**src/rtl/rls_pkg.sv**
```systemverilog
package rls_pkg;
  typedef struct packed {
    logic uv;
    logic pwron;
    logic otp_exit;
    logic other;
  } rst_evt_t;

  function automatic logic strap_cause(input rst_evt_t e);
    return e.uv | e.pwron | e.otp_exit;
  endfunction
endpackage

```
**src/rtl/rls_ext_filter.sv**
```systemverilog
module rls_ext_filter #(
  parameter int FILT_W = 8
) (
  input  logic clk,
  input  logic rst,
  input  logic pin_level_i,
  input  logic drive_i,
  output logic ext_evt_o
);
  localparam int CW = (FILT_W > 2) ? $clog2(FILT_W) : 1;
  localparam logic [CW-1:0] LAST = CW'(FILT_W - 1);

  logic          armed;
  logic [CW-1:0] cnt;

  always_ff @(posedge clk) begin
    if (rst) begin
      armed     <= 1'b0;
      cnt       <= '0;
      ext_evt_o <= 1'b0;
    end else begin
      ext_evt_o <= 1'b0;
      if (!armed || drive_i) begin
        cnt   <= '0;
        armed <= pin_level_i && !drive_i;
      end else if (pin_level_i) begin
        cnt <= '0;
      end else if (cnt == LAST) begin
        ext_evt_o <= 1'b1;
        armed     <= 1'b0;
        cnt       <= '0;
      end else begin
        cnt <= cnt + 1'b1;
      end
    end
  end


  pin_high_no_evt_chk: assert property (@(posedge clk) disable iff (rst)
    pin_level_i |=> !ext_evt_o);

  drive_blocks_filter_chk: assert property (@(posedge clk) disable iff (rst)
    drive_i |=> !ext_evt_o);
endmodule

```
**src/rtl/rls_pulse_gen.sv**
```systemverilog
module rls_pulse_gen
  import rls_pkg::*;
#(
  parameter int SHORT_W = 16,
  parameter int LONG_W  = 64
) (
  input  logic     clk,
  input  logic     rst,
  input  rst_evt_t evt_i,
  input  logic     short_strap_i,
  output logic     drive_o
);
  localparam int CW = $clog2(LONG_W + 1);
  localparam logic [CW-1:0] SHORT_LD = CW'(SHORT_W - 1);
  localparam logic [CW-1:0] LONG_LD  = CW'(LONG_W - 1);

  logic [CW-1:0] cnt;
  logic [CW-1:0] load;
  logic          any_evt;

  assign any_evt = |evt_i;
  assign load    = (strap_cause(evt_i) && !short_strap_i) ? LONG_LD : SHORT_LD;

  always_ff @(posedge clk) begin
    if (rst) begin
      drive_o <= 1'b0;
      cnt     <= '0;
    end else if (any_evt) begin
      drive_o <= 1'b1;
      if (!drive_o || load > cnt) cnt <= load;
    end else if (drive_o) begin
      if (cnt == '0) drive_o <= 1'b0;
      else           cnt <= cnt - 1'b1;
    end
  end


  no_pulse_without_cause_chk: assert property (@(posedge clk) disable iff (rst)
    (!drive_o && !any_evt) |=> !drive_o);

  evt_starts_pulse_chk: assert property (@(posedge clk) disable iff (rst)
    any_evt |=> drive_o);

  other_only_short_chk: assert property (@(posedge clk) disable iff (rst)
    (evt_i == 4'b0001 && !drive_o) |=> (cnt == SHORT_LD));
endmodule

```
**src/rtl/rls_ctrl_regs.sv**
```systemverilog
module rls_ctrl_regs (
  input  logic       clk,
  input  logic       rst,
  input  logic       sysrst_i,
  input  logic       overtemp_i,
  input  logic [1:0] mode_i,
  input  logic       en_wr_i,
  input  logic       en_val_i,
  input  logic       warn_clr_i,
  input  logic       latch_clr_i,
  output logic       en_o,
  output logic       limp_n_o,
  output logic       warn_o,
  output logic       latch_o
);
  logic en_bit;
  logic en_nxt, warn_nxt, latch_nxt;

  always_comb begin
    en_nxt    = en_bit;
    warn_nxt  = warn_o;
    latch_nxt = latch_o;
    if (sysrst_i) begin
      en_nxt    = 1'b0;
      warn_nxt  = 1'b1;
      latch_nxt = latch_o | warn_o;
    end else begin
      if (en_wr_i)     en_nxt    = en_val_i;
      if (warn_clr_i)  warn_nxt  = 1'b0;
      if (latch_clr_i) latch_nxt = 1'b0;
    end
    if (overtemp_i) latch_nxt = 1'b1;
  end

  always_ff @(posedge clk) begin
    if (rst) begin
      en_bit   <= 1'b0;
      en_o     <= 1'b0;
      warn_o   <= 1'b0;
      latch_o  <= 1'b0;
      limp_n_o <= 1'b1;
    end else begin
      en_bit   <= en_nxt;
      en_o     <= en_nxt & mode_i[1];
      warn_o   <= warn_nxt;
      latch_o  <= latch_nxt;
      limp_n_o <= !latch_nxt;
    end
  end


  mode_gates_en_chk: assert property (@(posedge clk) disable iff (rst)
    !mode_i[1] |=> !en_o);

  reset_drops_en_chk: assert property (@(posedge clk) disable iff (rst)
    sysrst_i |=> (!en_o && !en_bit));

  escalate_chk: assert property (@(posedge clk) disable iff (rst)
    (sysrst_i && warn_o) |=> latch_o);

  reset_sets_warn_chk: assert property (@(posedge clk) disable iff (rst)
    sysrst_i |=> warn_o);

  overtemp_holds_chk: assert property (@(posedge clk) disable iff (rst)
    overtemp_i |=> (latch_o && !limp_n_o));
endmodule

```
**src/rtl/rst_limp_supervisor.sv**
```systemverilog
module rst_limp_supervisor
  import rls_pkg::*;
#(
  parameter int FILT_W  = 8,
  parameter int SHORT_W = 16,
  parameter int LONG_W  = 64
) (
  input  logic       clk,
  input  logic       rst,
  input  logic       pin_level_i,
  input  logic       uv_evt_i,
  input  logic       pwron_evt_i,
  input  logic       otp_exit_evt_i,
  input  logic       other_evt_i,
  input  logic       overtemp_i,
  input  logic [1:0] mode_i,
  input  logic       en_wr_i,
  input  logic       en_val_i,
  input  logic       warn_clr_i,
  input  logic       latch_clr_i,
  input  logic       short_strap_i,
  output logic       pin_pull_o,
  output logic       en_o,
  output logic       limp_n_o,
  output logic       warn_o,
  output logic       latch_o
);
  rst_evt_t evt;
  logic     ext_evt;
  logic     sysrst;

  assign evt    = '{uv: uv_evt_i, pwron: pwron_evt_i,
                    otp_exit: otp_exit_evt_i, other: other_evt_i};
  assign sysrst = (|evt) | ext_evt;

  rls_ext_filter #(.FILT_W(FILT_W)) u_filt (
    .clk(clk), .rst(rst), .pin_level_i(pin_level_i),
    .drive_i(pin_pull_o), .ext_evt_o(ext_evt));

  rls_pulse_gen #(.SHORT_W(SHORT_W), .LONG_W(LONG_W)) u_pulse (
    .clk(clk), .rst(rst), .evt_i(evt), .short_strap_i(short_strap_i),
    .drive_o(pin_pull_o));

  rls_ctrl_regs u_regs (
    .clk(clk), .rst(rst), .sysrst_i(sysrst), .overtemp_i(overtemp_i),
    .mode_i(mode_i), .en_wr_i(en_wr_i), .en_val_i(en_val_i),
    .warn_clr_i(warn_clr_i), .latch_clr_i(latch_clr_i),
    .en_o(en_o), .limp_n_o(limp_n_o), .warn_o(warn_o), .latch_o(latch_o));


  limp_follows_latch_chk: assert property (@(posedge clk) disable iff (rst)
    limp_n_o == !latch_o);
endmodule

```
**config.mk**
```make
export PLATFORM = sky130hd
export DESIGN_NAME = rst_limp_supervisor
export DESIGN_NICKNAME = d
export VERILOG_FILES = /design/src/rtl/rls_pkg.sv /design/src/rtl/rls_ext_filter.sv /design/src/rtl/rls_pulse_gen.sv /design/src/rtl/rls_ctrl_regs.sv /design/src/rtl/rst_limp_supervisor.sv
export SDC_FILE = /design/constraint.sdc
export NUM_CORES = 1
export LEC_CHECK = 0
export BUFFER_PORTS_ARGS = -buffer_cell sky130_fd_sc_hd__clkbuf_2
export CELL_PAD_IN_SITES_DETAIL_PLACEMENT = 0
export CELL_PAD_IN_SITES_GLOBAL_PLACEMENT = 1
export CORE_MARGIN = 2
export CORE_UTILIZATION = 39
export DETAILED_ROUTE_END_ITERATION = 10
export PLACE_DENSITY = 0.73
export SETUP_SLACK_MARGIN = 0.15
export SYNTH_ARGS = -nofsm -noshare
export SYNTH_HDL_FRONTEND = slang
export SYNTH_SLANG_ARGS = --single-unit
```
**constraint.sdc**
```tcl
create_clock -name clk -period 1.95 [get_ports clk]
set_input_delay 0.0975 -clock clk [delete_from_list [all_inputs] [get_ports clk]]
set_output_delay 0.0975 -clock clk [all_outputs]
set_load 0.03 [all_outputs]
```
Word-level counts from Yosys, hierarchy flattened. Index checks and enable logic that the tools add are counted.

Register bits after elaboration: 18. Input port bits: 15. Output and inout port bits: 5. Logic and storage cells: 58.

Add/subtract/negate cells: 2. $lt $le $gt $ge: 1. Equal/unequal tests: 4. Mux-type cells: 19. Bitwise gates (word level): 5. Reduce and logical (&&, ||, !) cells: 17.

Operators by type and width (number): 2-to-1 mux 7 bit (4); 2-to-1 mux 1 bit (14); OR reduction 4 bit (2); greater-than comparator 7 bit (1); logical NOT 7 bit (1); subtractor 7 x 1 -> 7 bit (second input constant) (1); 2-to-1 mux 6 bit (1); nonzero test 2 bit (3); logical NOT 1 bit (4); inequality test 2 x 1 -> 1 bit (second input constant) (2); bitwise OR 1 bit (4); adder 3 x 1 -> 3 bit (second input constant) (1); == test 3 bit (second input constant) (1); AND reduction 3 bit (1); OR reduction 3 bit (1); logical AND 1 bit (2); logical OR 1 bit (2); inequality test 2 bit (second input constant) (1); AND reduction 2 bit (1); AND 1 bit (1).

Depth between registers and ports, before layout. Gate-level depths: netlist of run 1.

Word-level depth: 8. Depth in mapped cells: 8. Gate-level depth less buffers: 8.

Cells and area by module. Synthesis of run 1 repeated with hierarchy kept, for this count alone.

Cells, all modules: 96. Area total of the unflattened synthesis: 937.1 um2.

By module, submodules not included: rls_pulse_gen (times used 1, cells each 61, area each 558.0 um2, sequential area each 160.2 um2); rls_ext_filter (times used 1, cells each 17, area each 193.9 um2, sequential area each 100.1 um2); rls_ctrl_regs (times used 1, cells each 15, area each 172.7 um2, sequential area each 100.1 um2); rst_limp_supervisor (times used 1, cells each 3, area each 12.5 um2, sequential area each 0.0 um2).

Least setup slack after synthesis of run 1. Ideal clock, no wire load.

Kind: register to register. Start: register u_pulse.drive_o. End: register u_pulse.cnt[6]. Library setup time: 0.095 ns. Arrival: 1.628 ns. Required time: 1.855 ns. Path slack: 0.226 ns. Stages on the path, launching flop included: 5. Buffers on the path: 1. Period minus slack after synthesis: 1.724 ns. Path through: dfxtp_1 -> clkbuf_1 -> o211ai_1 -> or4_1 -> a221oi_1.

Word-level cells in the longest chain between the ends: 4. Elaborated cells on any way between the ends: 5. Those cells by class: 1 x eq/ne; 4 x reduce/logical.

Ends and longest elaborated chain: from (decl) (RTL line rls_pulse_gen.sv:11) `output logic drive_o`; from (signal assigned) (RTL line rls_pulse_gen.sv:26) `drive_o <= 1'b0;`; from (signal assigned) (RTL line rls_pulse_gen.sv:29) `drive_o <= 1'b1;`; from (signal assigned) (RTL line rls_pulse_gen.sv:32) `if (cnt == '0) drive_o <= 1'b0;`; logical NOT 1 bit (RTL line rls_pulse_gen.sv:30) `if (!drive_o || load > cnt) cnt <= load;`; logical OR 1 bit (RTL line rls_pulse_gen.sv:30); inequality test 2 bit (no source line); AND reduction 3 bit (no source line) *; to (signal assigned) (RTL line rls_pulse_gen.sv:30); to (signal assigned) (RTL line rls_pulse_gen.sv:33) `else cnt <= cnt - 1'b1;`; to (decl) (RTL line rls_pulse_gen.sv:17) `logic [CW-1:0] cnt;`.

Every way passes the cells marked *; elsewhere a longest branch is shown, timed or not. A chain may end at the register's enable or synchronous reset.

Worst setup path in the final report of run 1.
Start: register u_pulse.cnt[0]. End: register u_pulse.cnt[4].

Word-level cells in the longest chain between the ends: 4. Elaborated cells on any way between the ends: 10. Those cells by class: 1 x add/sub; 1 x order compare; 2 x eq/ne; 3 x mux; 3 x reduce/logical.

Ends and longest elaborated chain (RTL line): subtractor 7 x 1 -> 7 bit or greater-than comparator 7 bit (tied branches) (rls_pulse_gen.sv:33, rls_pulse_gen.sv:30); 2-to-1 mux 7 bit or logical OR 1 bit (tied branches) (rls_pulse_gen.sv:32, rls_pulse_gen.sv:30); 2-to-1 mux 7 bit or inequality test 2 bit (tied branches); 2-to-1 mux 7 bit or AND reduction 3 bit (tied branches).

Several ways; a longest one is shown, not always the timed one. The select of a mux whose other input is x is not followed.

==> summary.txt, run 1 <==
Floorplanning
  – Die Wd: 52.8 um
  – Die area: 2790 um2
  – Starting density of the core: 41.6%
  – Core Region: 2230 um2
  – Die Ht: 52.8 um
  – # IOs: 20
  – Placement row count: 17

Worst hold path
  – Hold Crit Depth: 3
  – Hold Startpoint: overtemp_i
  – Hold Path Class: primary input to flip-flop
  – Worst Hold Path EP: u_regs.latch_o

Logic synthesis
  – Synthesized area: 930 um2
  – Yosys reg bits: 18
  – Mean Syn Cell Area: 9.20 um2
  – Most common flop cell mapped by yosys: dfxtp_1
  – Syn Inst Count: 101
  – Syn Nets: 122
  – Register area share after synthesis: 38.8%
  – Post-synth ARST share: 0%
  – Synthesis Warnings: 0
  – Post-synthesis cell type count: 43
  – EDFF count, synth: 0

Timing
  – Fmax: 592 MHz
  – Setup total negative slack: 0 ns
  – Setup WS post-layout: 0.262 ns
  – Final Max Slew Viols: 0
  – Final hold violations: 0
  – Worst-Margin Slew: 0.524 ns
  – Min Tclk post-route: 1.69 ns
  – Slew headroom: 64.5%
  – Final setup vio count: 0
  – Period utilization: 86.6%
  – Final Skew: 0.00711 ns
  – RSZ-0062 raised after global routing: true

Detailed routing
  – Post-Route WL: 1.92 mm
  – Vias per cell: 5.36
  – WL/cell: 12.5 um
  – Initial DRC Count: 15
  – DRC: 0
  – Vias: 826
  – WL met2: 872 um
  – WL met3: 101 um
  – Top layer in use: met4
  – Drt pass-1 iters: 4
  – Met1 wire length: 918 um
  – Detail Route Antenna Nets: 0

Power
  – Leak: 0.490 nW
  – Peak supply drop: 0.431 mV
  – Total design power: 0.000800 W
  – Power per Cell Area: 697 nW/um2

Placement
  – Hpwl dp: 1.42 mm
  – GPL Wtd Cong: 0.826
  – Placed insts: 146
  – DP Worst Slack: 0.0658 ns
  – Port bufs: 18

Cells and area
  – Max reg flops: 7
  – N_diodes: 0
  – Top reg by flops: u_pulse.cnt
  – Area Overhead vs Synth: 23.4%
  – Fin nets: 148
  – Share of cells above drive strength 1: 31.7%
  – Non-filler cells, final: 154
  – Top flop regs: u_pulse.cnt x7, u_filt.cnt x3

Global route
  – Antenna violations before repair: 0
  – GRT overflow: 0
  – Global-route wire length before repair: 3.42 mm
  – Tot GR Track Use: 16.9%
  – Largest net degree at the start of global routing: 16
  – Vias in the first global route: 812

Clock tree
  – Clock Latency Late Sink: 0.29 ns
  – Max H-tree Level: 1
  – CTS tree: built
  – Max clock buf depth: 2
  – CTS Buf Count: 3
  – Sink Count: 18
  – Clock slew seen by the registers of the worst setup and hold paths: 0.11 ns
  – Root Driver: clkbuf_4

Worst setup path
  – CP required: 2.15 ns
  – Reg2reg end: u_pulse.cnt[4]
  – Cell family with most CP delay: compound AO/OA/AOI/OAI gates
  – CP Buf/Inv Count: 1
  – Kind of critical path: flip-flop to flip-flop
  – Worst Path Max Fanout: 4
  – Crit start category: flip-flop
  – Critical-path cell list: inv_2, ha_4, or3b_4, o211ai_1, o21ai_1, a221oi_1
  – Slowest CP cell: or3b_4
  – CP endpoint kind: flip-flop
  – Reg-to-reg slack, setup: 0.26 ns
  – Reg2reg start: u_pulse.cnt[0]
  – Arr. time, crit path: 1.89 ns
  – Worst R2R Path Depth: 6
  – Critical Path Max Stage Delay: 0.37 ns

Run
  – Max_cap viols: 0

Run status
  – Outcome: finished clean
## tightest hold or removal path: cells and delay by family
| family | cells | cell delay [ns] |
|---|---|---|
| buf+inv | 1 | 0.07 |
| simple gates | 2 | 0.10 |
## metrics by stage
step	hold slack [ns]	instance area [um2]	utilization (%)
global route	0.0503	1150	51.4
global placement	0.303	1050	47.1
detailed placement	0.303	1050	47.1
CTS	0.0184	1110	49.9
finish	0.0244	1150	51.4
floorplan	0.184	930	-
## layout make-up
cell class	instances	area, um2
clock buffer	4	36.3
fill	221	1090
inverter	8	30.0
multi-input combinational	72	546
sequential	18	363
tap	28	35.0
timing repair buffer	24	138
## how the worst max path moves through the flow
stage / endpoint / depth (start not counted) / start
4_1_cts: u_pulse.cnt[4] / 6 / u_pulse.cnt[5]
5_1_grt: u_pulse.cnt[1] / 6 / u_pulse.cnt[5]
6_report: u_pulse.cnt[4] / 6 / u_pulse.cnt[0]
3_5_place_dp: u_pulse.cnt[4] / 8 / pwron_evt_i
2_1_floorplan: u_pulse.cnt[6] / 4 / u_pulse.drive_o
3_3_place_gp: u_pulse.cnt[6] / 6 / u_pulse.cnt[0]
## repair_timing
action,CTS,global route
hold buffers,1,0
pin swaps,1,3
setup endpoints to repair,2,7
hold endpoints to repair,1,0
gates resized for setup,2,8
buffers inserted,2,1
## kinds of logic (layout without fill, tap and decap cells)
logic type      count (synthesis)  after routing  synth area share, %
compound gates                 26             26                 21.0
buf+inv                        11             36                 5.25
xor+xnor                        2              2                 1.88
simple gates                   37             37                 24.0
mux                             1              1                 1.08
flops                          18             18                 38.8
fa+ha+maj                       6              6                 8.08
## Yosys cell counts, drive strengths merged, types with 2 or more instances
cell type   n  area share, %
or3         2            1.3
nor3b       2            1.6
or2         2            1.3
nor4        2            2.0
ha          6            8.1
dfxtp      18             39
a21oi       6            3.6
inv         8            3.2
clkbuf      2           0.81
and3        2            1.3
nand2b      2            1.3
or4         3            2.8
nand2       2           0.81
and2        2            1.3
o21ai       4            2.2
nor3        5            2.7
nor2        7            2.8
nor2b       2            1.3
a221oi      3            2.8
## metal layers
layer	global-route usage [%]	vias up
li1	-	430
met1	20.6	375
met2	28.7	19
met3	2.57	2
met4	8.12	0
met5	0	-
## report_power, final
group | leakage [nW] | internal [W] | total, W | switching, W
clock network | 0.0210 | 0.000113 | 0.000230 | 0.000116
logic | 0.320 | 0.0000745 | 0.000161 | 0.0000870
registers | 0.149 | 0.000388 | 0.000408 | 0.0000206
## layout by cell type (no fill, tap or decap), drive strengths merged, types with 2 or more instances in the layout
master	n
or4	3
or2	2
ha	6
nand2	2
nor4	2
a21oi	6
and3	2
o21ai	4
inv	8
dfxtp	18
a221oi	3
clkbuf	22
nor2	7
nor3b	2
nor3	5
nand2b	2
or3	2
nor2b	2
and2	2
buf	5
Power figures use the tool's default switching activity.
==> run 2: changes to the inputs <==
--- a/config.mk
+++ b/config.mk
@@ -11,8 +11,9 @@
 export CORE_MARGIN = 2
 export CORE_UTILIZATION = 39
 export DETAILED_ROUTE_END_ITERATION = 10
-export PLACE_DENSITY = 0.73
+export PLACE_DENSITY = 0.72
 export SETUP_SLACK_MARGIN = 0.15
 export SYNTH_ARGS = -nofsm -noshare
 export SYNTH_HDL_FRONTEND = slang
+export SYNTH_HIERARCHICAL = 1
 export SYNTH_SLANG_ARGS = --single-unit
==> run 2 against run 1 <==
Compared with the run above:
- sequential share of layout area is 1.0 points lower
- count of clock-buffer cells in the layout did not move
- worst hold slack gained 0.023 ns
- critical path type unchanged
- synthesized cell count fell by 5.0%
- maximum frequency is 0.76% higher
- clock power about the same
- first-iteration DRC count down 40%
- setup slack improved by 0.013 ns
- via count is 1.8% lower
==> summary.txt, run 2 <==
Detailed routing
  – Vias per cell: 5.20
  – Drt pass-1 iters: 4
  – WL/cell: 12.3 um
  – DRC: 0
  – Post-Route WL: 1.91 mm
  – Detail Route Antenna Nets: 0
  – Vias: 811
  – Initial DRC Count: 9

Logic synthesis
  – Synthesis Warnings: 6
  – Area share of the largest cell type after synthesis: 38.5%
  – Yosys reg bits: 18
  – Top post-synthesis cells by area: dfxtp_1 (38%), ha_1 (8.0%), a21oi_1 (3.2%), nor3_1 (2.7%), inv_1 (2.4%)
  – Synth cell count leaders: dfxtp_1 (18), a21oi_1 (6), ha_1 (6), inv_1 (6), nor2_1 (6)
  – EDFF count, synth: 0
  – Largest area contributor in the netlist: dfxtp_1
  – Most common flop cell mapped by yosys: dfxtp_1
  – Synthesized area: 937 um2
  – Register area share after synthesis: 38.5%
  – Syn Inst Count: 96
  – Post-synth ARST share: 0%
  – Cell with the most instances after synthesis: dfxtp_1
  – Post-synthesis cell type count: 45
  – Syn Nets: 117
  – Mean Syn Cell Area: 9.76 um2

Placement
  – DP Worst Slack: 0.128 ns
  – GPL Wtd Cong: 0.720
  – Hpwl dp: 1.51 mm
  – Port bufs: 18

Floorplanning
  – Die area: 2810 um2
  – Starting density of the core: 42.0%
  – Placement row count: 17
  – Die Wd: 53.0 um
  – Core Region: 2230 um2
  – Die Ht: 53.0 um
  – # IOs: 20

Cells and area
  – Max reg flops: 7
  – Fillers: 222
  – Top flop regs: u_pulse/cnt x7, u_filt/cnt x3
  – Area Overhead vs Synth: 25.6%
  – Fin nets: 150
  – FF/Latch Area: 360 um2
  – Share of cells above drive strength 1: 35.2%
  – Multi-input gate area: 551 um2
  – N_diodes: 0
  – Top reg by flops: u_pulse/cnt
  – Most frequent cells in the layout: clkbuf_2 (18), dfxtp_1 (18), buf_4 (11)

Timing
  – Fmax: 597 MHz
  – Final Max Slew Viols: 0
  – Period utilization: 85.9%
  – Setup total negative slack: 0 ns
  – Slew headroom: 75.9%
  – Min Tclk post-route: 1.68 ns
  – Final Skew: 0.00251 ns
  – Worst-Margin Slew: 0.361 ns
  – Final setup vio count: 0
  – RSZ-0062 raised after global routing: false
  – Setup WS post-layout: 0.274 ns
  – Final hold violations: 0

Run status
  – Outcome: finished clean

Worst setup path
  – Arr. time, crit path: 1.89 ns
  – Kind of critical path: flip-flop to flip-flop
  – Slowest CP cell: or4_4
  – CP Buf/Inv Count: 0
  – Crit start category: flip-flop
  – CP endpoint kind: flip-flop
  – Worst Path Max Fanout: 6
  – Critical-path cell list: or4_4, o211a_1, a21boi_1, o32ai_2
  – CP required: 2.16 ns
  – Cell family with most CP delay: compound AO/OA/AOI/OAI gates
  – Critical Path Max Stage Delay: 0.57 ns

Global route
  – Antenna violations before repair: 0
  – Vias in the first global route: 755
  – Global-route wire length before repair: 3.14 mm
  – GRT overflow: 0
  – Largest net degree at the start of global routing: 17
  – Tot GR Track Use: 15.5%

Power
  – Leak: 0.546 nW
  – Combinational power share: 20.9%
  – Power per Cell Area: 672 nW/um2
  – Clk pwr share: 28.6%
  – Peak supply drop: 0.332 mV
  – Internal power: 0.000577 W
  – Part of the power in registers: 50.5%
  – Sw Ratio: 27.1%
  – Sw Pwr: 0.000215 W

Clock tree
  – Sink Count: 18
  – Max H-tree Level: 1
  – CTS Buf Count: 3
  – CTS tree: built
  – Max clock buf depth: 2
  – Clock Latency Late Sink: 0.28 ns
  – Clock slew seen by the registers of the worst setup and hold paths: 0.10 ns
  – Root Driver: clkbuf_4
  – Post-CTS setup buffers: 0

Worst hold path
  – Hold Path Class: primary input to flip-flop

Run
  – Max_cap viols: 0
run 2: cell families (layout without fill, tap and decap cells):
| family | Yosys count | after routing | synth area share [%] |
|---|---|---|---|
| compound gates | 25 | 25 | 21.2 |
| simple gates | 37 | 37 | 26.2 |
| xor+xnor | 2 | 2 | 1.87 |
| fa+ha+maj | 6 | 6 | 8.01 |
| buf+inv | 7 | 39 | 3.20 |
| mux | 1 | 1 | 1.07 |
| flops | 18 | 18 | 38.5 |
run 2: area by class of cell:
| class | instances | area share [%] |
|---|---|---|
| Multi-Input combinational cell | 71 | 46.8 |
| Sequential cell | 18 | 30.6 |
| Timing Repair Buffer | 29 | 14.7 |
| Clock buffer | 4 | 3.08 |
| Tap cell | 28 | 2.98 |
| Inverter | 6 | 1.91 |
run 2: routing by layer:
metal  vias up  part of all wire [%]  GRT usage, %
li1        423                     -             -
met3         2                   2.8          3.39
met2        12                    50          26.5
met4         0                  0.84          5.13
met5         -                     0             0
met1       374                    46          19.1
run 2: power groups by stage:
stage               Sequential, W  Clock (W)  Combinational [W]
floorplan                0.000421          0          0.0000820
global placement         0.000408          0           0.000163
detailed placement       0.000408          0           0.000164
CTS                      0.000400   0.000237           0.000165
global route             0.000402   0.000254           0.000186
finish                   0.000400   0.000227           0.000165
run 2: through the flow:
step | cells | hold slack [ns] | utilization, % | total power, W | cell area, um2
6_report | 156 | 0.0472 | 52.7 | 0.000792 | 1180
3_5_place_dp | 152 | 0.353 | 50.9 | 0.000573 | 1140
3_3_place_gp | 152 | 0.350 | 50.9 | 0.000571 | 1140
2_1_floorplan | 96 | 0.174 | - | 0.000503 | 937
5_1_grt | 156 | 0.0446 | 52.7 | 0.000843 | 1180
4_1_cts | 156 | 0.0357 | 52.5 | 0.000802 | 1170
run 2: final timing paths:
check,cells after the start,slack (ns),to,from
worst max-delay path,4,0.27,u_pulse/cnt[4],u_pulse/cnt[2]
worst min-delay path,2,0.05,u_regs/limp_n_o,overtemp_i
worst max register to register,4,0.27,u_pulse/cnt[4],u_pulse/cnt[2]
worst min register to register,2,0.51,u_pulse/cnt[0],u_pulse/cnt[0]
run 2: what timing repair did:
action	CTS	global route
setup endpoints to repair	0	3
hold buffers	0	0
resized for setup	0	1
